## src/rtl/mon_pkg.sv

```systemverilog
package mon_pkg;
  typedef enum logic [1:0] {
    TX_IDLE = 2'd0,
    TX_SEND = 2'd1,
    TX_WAIT = 2'd2,
    TX_ENDG = 2'd3
  } tx_state_e;

  localparam int STS_W    = 4;
  localparam int STS_RXD  = 0;
  localparam int STS_REND = 1;
  localparam int STS_ACK  = 2;
  localparam int STS_ABT  = 3;
endpackage

```

## src/rtl/mon_rx.sv

```systemverilog
module mon_rx #(
  parameter int DW = 8
) (
  input  logic          clk_i,
  input  logic          rst_ni,
  input  logic          en_i,
  input  logic          frame_i,
  input  logic [DW-1:0] data_i,
  input  logic          mx_i,
  output logic          mr_o,
  output logic [DW-1:0] byte_o,
  output logic          got_o,
  output logic          end_o
);
  logic          prev_mx_q, armed_q, busy_q, mr_act_q;
  logic [DW-1:0] prev_data_q, last_q;
  logic          stable_act, is_new, idle2;

  assign stable_act = !mx_i && !prev_mx_q && (data_i == prev_data_q);
  assign is_new     = armed_q || (data_i != last_q);
  assign idle2      = mx_i && prev_mx_q;
  assign got_o      = en_i && frame_i && stable_act && is_new;
  assign end_o      = en_i && frame_i && idle2 && busy_q;
  assign mr_o       = !(en_i && mr_act_q);
  assign byte_o     = last_q;

  always_ff @(posedge clk_i or negedge rst_ni) begin
    if (!rst_ni) begin
      prev_mx_q   <= 1'b1;
      prev_data_q <= '0;
      armed_q     <= 1'b1;
      busy_q      <= 1'b0;
      mr_act_q    <= 1'b0;
      last_q      <= '0;
    end else if (frame_i) begin
      prev_mx_q   <= mx_i;
      prev_data_q <= data_i;
      if (!en_i) begin
        armed_q  <= 1'b1;
        busy_q   <= 1'b0;
        mr_act_q <= 1'b0;
      end else begin
        mr_act_q <= got_o;
        if (got_o) begin
          last_q  <= data_i;
          armed_q <= 1'b0;
          busy_q  <= 1'b1;
        end
        if (mx_i) armed_q <= 1'b1;
        if (end_o) busy_q <= 1'b0;
      end
    end
  end
endmodule

```

## src/rtl/mon_tx.sv

```systemverilog
module mon_tx
  import mon_pkg::*;
#(
  parameter int DW           = 8,
  parameter int ABORT_FRAMES = 4
) (
  input  logic          clk_i,
  input  logic          rst_ni,
  input  logic          en_i,
  input  logic          frame_i,
  input  logic          mr_i,
  input  logic [DW-1:0] byte_i,
  input  logic          wr_i,
  input  logic          end_i,
  output logic [DW-1:0] data_o,
  output logic          mx_o,
  output logic          active_o,
  output logic          ack_o,
  output logic          abort_o
);
  localparam int CW = $clog2(ABORT_FRAMES + 1);

  tx_state_e     state_q;
  logic [CW-1:0] cnt_q;
  logic [DW-1:0] byte_q;
  logic          mr_prev_q;
  logic          ack_seen, time_out;

  assign ack_seen = !mr_i && mr_prev_q;
  assign time_out = (cnt_q == CW'(ABORT_FRAMES - 1));
  assign ack_o    = en_i && frame_i && (state_q == TX_SEND) && ack_seen;
  assign abort_o  = en_i && frame_i && (state_q == TX_SEND) && !ack_seen && time_out;
  assign active_o = (state_q != TX_IDLE);
  assign mx_o     = !(en_i && ((state_q == TX_SEND) || (state_q == TX_WAIT)));
  assign data_o   = byte_q;

  always_ff @(posedge clk_i or negedge rst_ni) begin
    if (!rst_ni) begin
      state_q   <= TX_IDLE;
      cnt_q     <= '0;
      byte_q    <= '0;
      mr_prev_q <= 1'b1;
    end else begin
      if (frame_i) mr_prev_q <= mr_i;
      if (!en_i) begin
        state_q <= TX_IDLE;
      end else begin
        unique case (state_q)
          TX_IDLE: if (wr_i) begin
            byte_q  <= byte_i;
            cnt_q   <= '0;
            state_q <= TX_SEND;
          end
          TX_SEND: if (frame_i) begin
            if (ack_seen)      state_q <= TX_WAIT;
            else if (time_out) state_q <= TX_IDLE;
            else               cnt_q   <= cnt_q + 1'b1;
          end
          TX_WAIT: if (wr_i) begin
            byte_q  <= byte_i;
            cnt_q   <= '0;
            state_q <= TX_SEND;
          end else if (end_i) begin
            cnt_q   <= '0;
            state_q <= TX_ENDG;
          end
          TX_ENDG: if (frame_i) begin
            if (cnt_q == CW'(1)) state_q <= TX_IDLE;
            else                 cnt_q   <= cnt_q + 1'b1;
          end
          default: state_q <= TX_IDLE;
        endcase
      end
    end
  end
endmodule

```

## src/rtl/mon_sts.sv

```systemverilog
module mon_sts #(
  parameter int SW = 4
) (
  input  logic          clk_i,
  input  logic          rst_ni,
  input  logic [SW-1:0] set_i,
  input  logic [SW-1:0] clr_i,
  input  logic [SW-1:0] irq_en_i,
  output logic [SW-1:0] sts_o,
  output logic          irq_o
);
  logic [SW-1:0] sts_q;

  for (genvar k = 0; k < SW; k++) begin : g_bit
    always_ff @(posedge clk_i or negedge rst_ni) begin
      if (!rst_ni)       sts_q[k] <= 1'b0;
      else if (set_i[k]) sts_q[k] <= 1'b1;
      else if (clr_i[k]) sts_q[k] <= 1'b0;
    end
  end

  assign sts_o = sts_q;
  assign irq_o = |(sts_q & irq_en_i);
endmodule

```

## src/rtl/mon_chan_ctrl.sv

```systemverilog
module mon_chan_ctrl
  import mon_pkg::*;
#(
  parameter int DW           = 8,
  parameter int ABORT_FRAMES = 4
) (
  input  logic             clk_i,
  input  logic             rst_ni,
  input  logic             frame_i,
  input  logic [DW-1:0]    rx_data_i,
  input  logic             rx_mx_i,
  input  logic             rx_mr_i,
  output logic [DW-1:0]    tx_data_o,
  output logic             tx_mx_o,
  output logic             tx_mr_o,
  input  logic             tx_hs_en_i,
  input  logic             rx_hs_en_i,
  input  logic [DW-1:0]    tx_byte_i,
  input  logic             tx_wr_i,
  input  logic             tx_end_i,
  output logic [DW-1:0]    rx_byte_o,
  output logic             tx_active_o,
  output logic [STS_W-1:0] status_o,
  input  logic [STS_W-1:0] status_clr_i,
  input  logic [STS_W-1:0] irq_en_i,
  output logic             irq_o
);
  logic             rx_got, rx_end, tx_ack, tx_abort;
  logic [STS_W-1:0] sts_set;

  mon_rx #(.DW(DW)) i_rx (
    .clk_i  (clk_i),
    .rst_ni (rst_ni),
    .en_i   (rx_hs_en_i),
    .frame_i(frame_i),
    .data_i (rx_data_i),
    .mx_i   (rx_mx_i),
    .mr_o   (tx_mr_o),
    .byte_o (rx_byte_o),
    .got_o  (rx_got),
    .end_o  (rx_end)
  );

  mon_tx #(.DW(DW), .ABORT_FRAMES(ABORT_FRAMES)) i_tx (
    .clk_i   (clk_i),
    .rst_ni  (rst_ni),
    .en_i    (tx_hs_en_i),
    .frame_i (frame_i),
    .mr_i    (rx_mr_i),
    .byte_i  (tx_byte_i),
    .wr_i    (tx_wr_i),
    .end_i   (tx_end_i),
    .data_o  (tx_data_o),
    .mx_o    (tx_mx_o),
    .active_o(tx_active_o),
    .ack_o   (tx_ack),
    .abort_o (tx_abort)
  );

  always_comb begin
    sts_set           = '0;
    sts_set[STS_RXD]  = rx_got;
    sts_set[STS_REND] = rx_end;
    sts_set[STS_ACK]  = tx_ack;
    sts_set[STS_ABT]  = tx_abort;
  end

  mon_sts #(.SW(STS_W)) i_sts (
    .clk_i   (clk_i),
    .rst_ni  (rst_ni),
    .set_i   (sts_set),
    .clr_i   (status_clr_i),
    .irq_en_i(irq_en_i),
    .sts_o   (status_o),
    .irq_o   (irq_o)
  );
endmodule

```

## config.mk

```make
export PLATFORM = sky130hd
export DESIGN_NAME = mon_chan_ctrl
export DESIGN_NICKNAME = d
export VERILOG_FILES = /design/src/rtl/mon_pkg.sv /design/src/rtl/mon_rx.sv /design/src/rtl/mon_tx.sv /design/src/rtl/mon_sts.sv /design/src/rtl/mon_chan_ctrl.sv
export SDC_FILE = /design/constraint.sdc
export NUM_CORES = 1
export LEC_CHECK = 0
export CORE_AREA = 4 4 67 69
export CTS_CLUSTER_SIZE = 8
export DETAILED_ROUTE_END_ITERATION = 8
export DIE_AREA = 0 0 71 73
export GPL_TIMING_DRIVEN = 0
export PLACE_DENSITY = 0.86
export SLEW_MARGIN = 0
export SYNTH_ARGS = -nofsm -noshare
export SYNTH_HDL_FRONTEND = slang
export SYNTH_SLANG_ARGS = --single-unit
```

## constraint.sdc

```tcl
create_clock -name clk_i -period 5.4 [get_ports clk_i]
set_input_delay 0.54 -clock clk_i [delete_from_list [all_inputs] [get_ports clk_i]]
set_output_delay 0.54 -clock clk_i [all_outputs]
set_load 0.05 [all_outputs]
```

Word-level counts from Yosys, hierarchy flattened. Cells that the tools add are included.

Register bits: 38. Word-level logic and storage cells: 110.

Muxes and demuxes: 34. Equality and inequality tests: 22. Bitwise operators: 1. Add/subtract/negate cells: 1. Reductions and logical operators: 38.

Operators by type and width (count): $mux 3 (8); $mux 2 (9); $logic_and 1x1->1 (16); $mux 1 (15); $ne 2x2->1 const B (6); $ne 3x3->1 const B (4); $pmux 3 s4 (1); $reduce_bool 2->1 (5); $eq 8x8->1 (1); $ne 8x8->1 (1); $pmux 2 s4 (1); $reduce_and 8->1 (1); $logic_not 1->1 (6); $ne 3x2->1 const B (2); $reduce_and 3->1 (2); $reduce_and 6->1 (1); $and 4x4->4 (1); $eq 2x2->1 const B (2); $ne 4x2->1 const B (1); $ne 4x4->1 const B (1); $reduce_and 2->1 (2); $reduce_or 4->1 (1); $add 3x1->3 const B (1); $eq 3x1->1 const B (1); other kinds (6) (7).

Depth between registers and ports, before layout. Gate-level depths: netlist (run 1).

Depth in word-level cells: 8. Gate-level depth with buffers: 7. Depth with buffers taken out: 7.

By module. From an unflattened synthesis (run 1), not the netlist that was laid out.

Cells, all modules: 161. Area, all modules: 1989.4 µm².

By module, submodules not included: mon_rx (cells an instance 77, instances 1, area each 1027.2 µm²); mon_tx (cells an instance 69, instances 1, area each 797.0 µm²); mon_sts (cells an instance 15, instances 1, area each 165.2 µm²).

Worst setup path after synthesis (run 1). OpenSTA, ideal clock, no wires.

Path type: register to register. Start point: register i_tx.state_q[0]. End point: register i_tx.cnt_q[2]. Buffers on the path: 0. Stages on the path, launching flop included: 7. Clock period less this slack: 1.940 ns. Setup time: 0.125 ns. Slack: 3.460 ns. Arrival: 1.815 ns. Path through: dfrtp_1 -> inv_1 -> ha_1 -> inv_1 -> a21oi_1 -> nor3_1 -> mux2_2.

Cells in the longest elaborated chain, start to end: 3. Elaborated cells between the ends (all ways): 13. Those cells by class: eq/ne (10); mux (1); reduce/logical (2).

RTL lines: from (decl) (line mon_tx.sv:23) `tx_state_e state_q;`; from (signal assigned) (line mon_tx.sv:39) `state_q <= TX_IDLE;`; from (signal assigned) (line mon_tx.sv:46) `state_q <= TX_IDLE;`; from (signal assigned) (line mon_tx.sv:52) `state_q <= TX_SEND;`; $eq 2x2->1, or another cell as far along (line mon_tx.sv:48) `unique case (state_q)`; $ne 3x3->1 (no line) / $ne 2x2->1 (equally long branches); $reduce_and 8->1 (no line); to (signal assigned) (line mon_tx.sv:57) `else cnt_q <= cnt_q + 1'b1;`; to (signal assigned) (line mon_tx.sv:69) `else cnt_q <= cnt_q + 1'b1;`; to (decl) (line mon_tx.sv:24) `logic [CW-1:0] cnt_q;`.

Parallel ways exist; a longest one is shown, timed or not. A chain may end at the register's enable or synchronous reset.

Worst setup path in the final report (run 1).
Start point: input port tx_hs_en_i. End point: output port tx_mx_o.

Cells in the longest elaborated chain, start to end: 2.

RTL lines: from (decl) (line mon_chan_ctrl.sv:16) `input logic tx_hs_en_i,`; $logic_and 1x1->1 (line mon_tx.sv:34) `assign mx_o = !(en_i && ((state_q == TX_SEND) || (state_q == TX_WAIT)));`; $logic_not 1->1 (line mon_tx.sv:34); to (decl) (line mon_chan_ctrl.sv:14) `output logic tx_mx_o,`.

Every way passes these cells.

==> results of run 1 <==
## routing by layer
layer,GRT usage,wire (um),vias to the layer above
met5,0,0,-
met4,0.0626,50,0
met3,0.0620,252,4
met2,0.282,1940,43
met1,0.186,1570,666
li1,-,-,662
## cell usage in the layout (no fill, tap or decap), types with 2 or more instances in the layout
master / count
clkdlybuf4s50_1: 54
dfrtp_1: 35
mux2_2: 20
xor2_1: 16
inv_1: 12
nand2_1: 8
nor2_1: 7
mux2_4: 7
ha_1: 7
clkbuf_8: 6
nor3_1: 3
nand2b_1: 3
a21oi_1: 3
nand3_1: 3
o22ai_1: 3
dfstp_2: 3
a22oi_1: 2
clkbuf_1: 2
nor2b_1: 2
o21ai_0: 2
mux2_1: 2
o21ai_1: 2
## how the worst max path moves through the flow
stage                          end            start  slack, ns  cells past startpoint
floorplan            i_tx.cnt_q[2]  i_tx.state_q[0]       3.46                      6
finish                     tx_mx_o       tx_hs_en_i       2.88                      3
global route               tx_mx_o  i_tx.state_q[1]       2.85                      4
detailed placement         tx_mr_o       rx_hs_en_i       2.90                      3
global placement    i_tx.data_o[2]           rst_ni       2.89                      1
CTS                        tx_mx_o       tx_hs_en_i       2.89                      3
## metrics by stage
step	setup WS (ns)	cell area, sq um
finish	2.88	2620
global route	2.85	2620
CTS	2.89	2620
detailed placement	2.90	2530
global placement	2.89	2530
floorplan	3.46	1920
## power groups by stage
stage          clock, mW  combinational (mW)  sequential [mW]
2_1_floorplan          0              0.0962            0.418
3_3_place_gp           0               0.259            0.348
3_5_place_dp           0               0.262            0.351
4_1_cts            0.207               0.264            0.346
5_1_grt            0.218               0.280            0.352
6_report           0.199               0.262            0.345
## state kept, by name, indices dropped and copies added, names as in the netlist
| name | cells |
|---|---|
| i_rx.prev_mx_q | 1 |
| i_rx.prev_data_q | 8 |
| i_sts.sts_o | 4 |
| i_tx.cnt_q | 3 |
| i_rx.byte_o | 8 |
| i_tx.mr_prev_q | 1 |
| i_rx.mr_act_q | 1 |
| i_rx.armed_q | 1 |
| i_tx.state_q | 2 |
| i_rx.busy_q | 1 |
| i_tx.data_o | 8 |
## worst max-delay path, delay by kind of cell
family	cells	cell delay, ns
simple gates	1	0.11
buf+inv	2	1.33
## cell families after synthesis
logic type,count (synthesis),share of synthesized area
flops,38,0.497
simple gates,34,0.103
compound gates,18,0.0619
fa+ha+maj,7,0.0456
mux,29,0.184
buf+inv,15,0.0352
xor+xnor,16,0.0730
## area by class of cell
class	instances	area [sq um]	share of cell area
clock inverter	1	5.00	0.00191
sequential	38	955	0.365
tap	50	62.6	0.0239
multi-input combinational	104	897	0.343
timing repair buffer	55	546	0.208
inverter	12	45.0	0.0172
clock buffer	7	86.3	0.0330
buffer	3	22.5	0.00860
==> metrics.cfg, run 1 <==
[run_status]
status = complete, no violations

[yosys]
synth_common_cells = dfrtp_1, mux2_2, xor2_1
yosys_register_bits = 38
synth.most_common_cell = dfrtp_1
syn-cell-area_sq_um = 1920
ys_seq_area_frac = 0.497
synthCells = 157
yosys_warnings = 0
synthesis.nets = 197
synth-edff-count = 0
synthArstFlopShare = 1.00
synth-main-ff-cell = dfrtp_1
syn_area_per_cell_sq_um = 12.2
yosys.area.top_type_share = 0.456
ys_types = 36
yosysTopAreaCell = dfrtp_1
synthTopCellsByArea = dfrtp_1, mux2_2, xor2_1

[floorplanning]
design.die.area_sq_um = 5180
io_pins = 57
die_w_um = 71
dieHeight_um = 73
floorplan.core_area_sq_um = 3910
rows = 23
start_util = 0.490

[clock_network]
cts-resized-gates = 0
cts_buffer_depth = 2
post-cts-setup-buffers = 0
cts_hold_buf = 0
cts.sinks = 38
tritoncts = done
cts_root_buf = clkbuf_8
cts_buffers = 5
cts.clk_slew.worst_paths_ns = 0.07
cts_max_level = 2
clock_latency_ns = 0.29

[layout]
syn2layout_area_growth_pct = 36.4
fin_nets = 259
fin_util = 0.669
drive_above_1_share = 0.200
fin_cells = 270
fill_cells = 331
antenna_cells = 0

[drt]
num_vias = 1375
drc_errors = 0
ant_nets = 0
via_per_inst = 5.09
wl_per_cell_um = 14.1
first_iter_violations = 46
dr.pass1.iters = 4
routed_wl_mm = 3.82

[timing]
final-setup-viol-count = 0
tightest_slew_ns = 0.821
relSlewSlack = 0.453
slew_viol_final = 0
fin_crit_ns = 2.52
fin_setup_tns_ns = 0
min_period_over_period = 0.466
timing.hold.ws_ns = 0.345
grt_setup_unrepaired = false
fmax_mhz = 397
fin_skew_ns = 0.00306
hold_viol = 0

[power]
p_total_uw = 805
comb_power_share = 0.325
pwr-share-clk = 0.247
power.density_nw_per_um2 = 308
p_int_uw = 535
switching_power_uw = 271
leakage_nw = 1.17
swShare = 0.336
peakVddDrop_uv = 278
pwr-share-seq = 0.428

[hold_path]
hold_class = in2async

[job]
max_cap_viol_count = 0

[critical_path]
cp.arrival_ns = 1.98
setup.worst_path.class = in2out
startpoint_type = input pin
reg2reg_slack_ns = 3.35
r2r_start = i_tx.state_q[1]
end_kind = primary output
critPathRequiredTime_ns = 4.86
cp_common_cell = clkdlybuf4s50_1
slowest_delay_ns = 0.81
critPathSlowestCell = clkdlybuf4s50_1
ff2ff_path_depth = 7
worstPathMaxFanout = 6
path_cells = clkdlybuf4s50_1, nand2_1, clkdlybuf4s50_1
r2r-end = i_tx.cnt_q[2]

[global_routing]
overflow = 0
grt_pass1_vias = 1453
track_usage = 0.164
antenna_found_initial = 0
grt_pass1_wl_mm = 6.56
grt_max_degree = 39

[placed_design]
dp_hpwl_mm = 2.88
gp_congestion = 0.798
dpl.cell_count = 262
port_buffers = 55

(Power assumes the default switching activity.)
==> run 2: changes to the inputs <==
Settings changed: CORE_AREA 4 4 67 69 to 4 4 73 75, DIE_AREA 0 0 71 73 to 0 0 77 79, PLACE_DENSITY 0.86 to 0.77.
Clock period 5.4 ns to 2.3 ns, I/O delays scaled along.
==> run 2 against run 1 <==
Clock skew is 0.0058 ns higher; non-clock buffer count unchanged; sequential power is 130% higher; critical path depth up 1; via count is 0.36% higher; hold slack worse by 0.30 ns; final cell count grew 1.5%; die area is 17% higher; total power up 140%; first-iteration DRC count up 50%; core utilization is 11 points lower; cell area rose by 0.33%; largest cell class unchanged.
==> metrics.cfg, run 2 (synthesis gave the netlist of run 1 again) <==
[layout]
syn2layout_area_growth_pct = 36.9
fin_nets = 259
fill_cells = 404
antenna_cells = 0
final_common_cell = clkdlybuf4s50_1
fin_util = 0.564
seqCellArea_sq_um = 955
fin_cells = 274
drive_above_1_share = 0.205
multi_input_area_sq_um = 897
mostFrequentLayoutCells = clkdlybuf4s50_1, dfrtp_1, mux2_2, xor2_1, inv_1

[run_status]
status = complete, no violations

[floorplanning]
design.die.area_sq_um = 6080
dieHeight_um = 79
die_w_um = 77
io_pins = 57
floorplan.core_area_sq_um = 4660
rows = 25
start_util = 0.412

[critical_path]
critPathSlowestCell = clkdlybuf4s50_1
cp-startpoint = i_tx.state_q[0]
setup.worst_path.class = reg2out
slowest_delay_ns = 0.80
startpoint_type = flip-flop
cp.arrival_ns = 1.94
end_kind = primary output
r2r_start = i_tx.state_q[1]
path_cells = inv_1, ha_1, nand2_1, clkdlybuf4s50_1
worstPathMaxFanout = 3
critPathRequiredTime_ns = 2.07

[placed_design]
gp_congestion = 0.774
dp_hpwl_mm = 2.96
port_buffers = 55
dpl.cell_count = 266

[timing]
fin_crit_ns = 2.17
slew_viol_final = 0
hold_viol = 0
fin_setup_tns_ns = 0
relSlewSlack = 0.427
grt_setup_unrepaired = false
fin_skew_ns = 0.00886
min_period_over_period = 0.942
fmax_mhz = 462
tightest_slew_ns = 0.860
final-setup-viol-count = 0

[drt]
drc_errors = 0
ant_nets = 0
dr.pass1.iters = 3
wl_per_cell_um = 14.4
via_per_inst = 5.04
num_vias = 1380
routed_wl_mm = 3.94
first_iter_violations = 69

[power]
power.density_nw_per_um2 = 729
peakVddDrop_uv = 358
leakage_nw = 1.17

[clock_network]
cts_buffers = 5
cts_root_buf = clkbuf_8
cts_buffer_depth = 2
cts_hold_buf = 0
cts.sinks = 38
cts.clk_slew.worst_paths_ns = 0.08
cts_max_level = 2
tritoncts = done
post-cts-setup-buffers = 0
clock_latency_ns = 0.29
cts-resized-gates = 0

[global_routing]
overflow = 0
track_usage = 0.145
grt_max_degree = 39
grt_pass1_wl_mm = 7.08
antenna_found_initial = 0
grt_pass1_vias = 1533

[hold_path]
hold_class = in2async

[job]
max_cap_viol_count = 0

run 2: cell types whose count changed in the layout (fill, tap and decap cells not counted), sizes merged:
cell and delta:
clkbuf -1, clkinvlp +1
run 2: final cells by class:
type / count / share of cell area
Buffer: 3 / 0.00857
Clock buffer: 6 / 0.0314
Clock inverter: 2 / 0.00476
Inverter: 12 / 0.0171
Multi-Input combinational cell: 104 / 0.341
Sequential cell: 38 / 0.363
Tap cell: 54 / 0.0257
Timing Repair Buffer: 55 / 0.208
run 2: stage by stage:
| stage | total power, mW | hold WS (ns) | setup WS, ns | instance area [sq um] |
|---|---|---|---|---|
| after CTS | 1.95 | 0.0743 | 0.106 | 2630 |
| after global placement | 1.43 | 0.486 | 0.0646 | 2540 |
| after global routing | 2.03 | 0.108 | 0.0207 | 2630 |
| after detailed placement | 1.45 | 0.396 | 0.169 | 2530 |
| final | 1.92 | 0.0415 | 0.134 | 2630 |
| after floorplan | 1.21 | -0.0656 | 0.360 | 1920 |
run 2: worst max-delay path: cells and delay by family, from the launching register on:
| family | cells | cell delay (ns) |
|---|---|---|
| buffers and inverters | 2 | 0.89 |
| DFF | 1 | 0.39 |
| adders and majority gates | 1 | 0.29 |
| and+or+nand+nor | 1 | 0.07 |
run 2: power by group:
part | internal, mW | total [mW] | leakage [nW] | switching [mW]
logic | 0.260 | 0.619 | 0.637 | 0.359
registers | 0.755 | 0.809 | 0.482 | 0.0543
clock network | 0.241 | 0.487 | 0.0472 | 0.246
total | 1.26 | 1.92 | 1.17 | 0.659
run 2: final timing paths:
check                      cells after the start                   to  slack (ns)
min                                            1       i_sts.sts_o[0]        0.04
min reg2reg                                    1       i_tx.data_o[6]        0.50
max reg2reg                                    7        i_tx.cnt_q[2]        0.27
min in group clk_i                             2  i_rx.prev_data_q[0]        0.28
max in group asynchronous                      1       i_tx.data_o[4]        1.71
max                                            4              tx_mx_o        0.13
run 2: layer usage:
| layer | part of all wire | wire [um] | global-route usage |
|---|---|---|---|
| met5 | 0 | 0 | 0 |
| met4 | 0.018 | 70 | 0.0480 |
| met3 | 0.059 | 231 | 0.0431 |
| met2 | 0.48 | 1880 | 0.239 |
| met1 | 0.45 | 1760 | 0.184 |
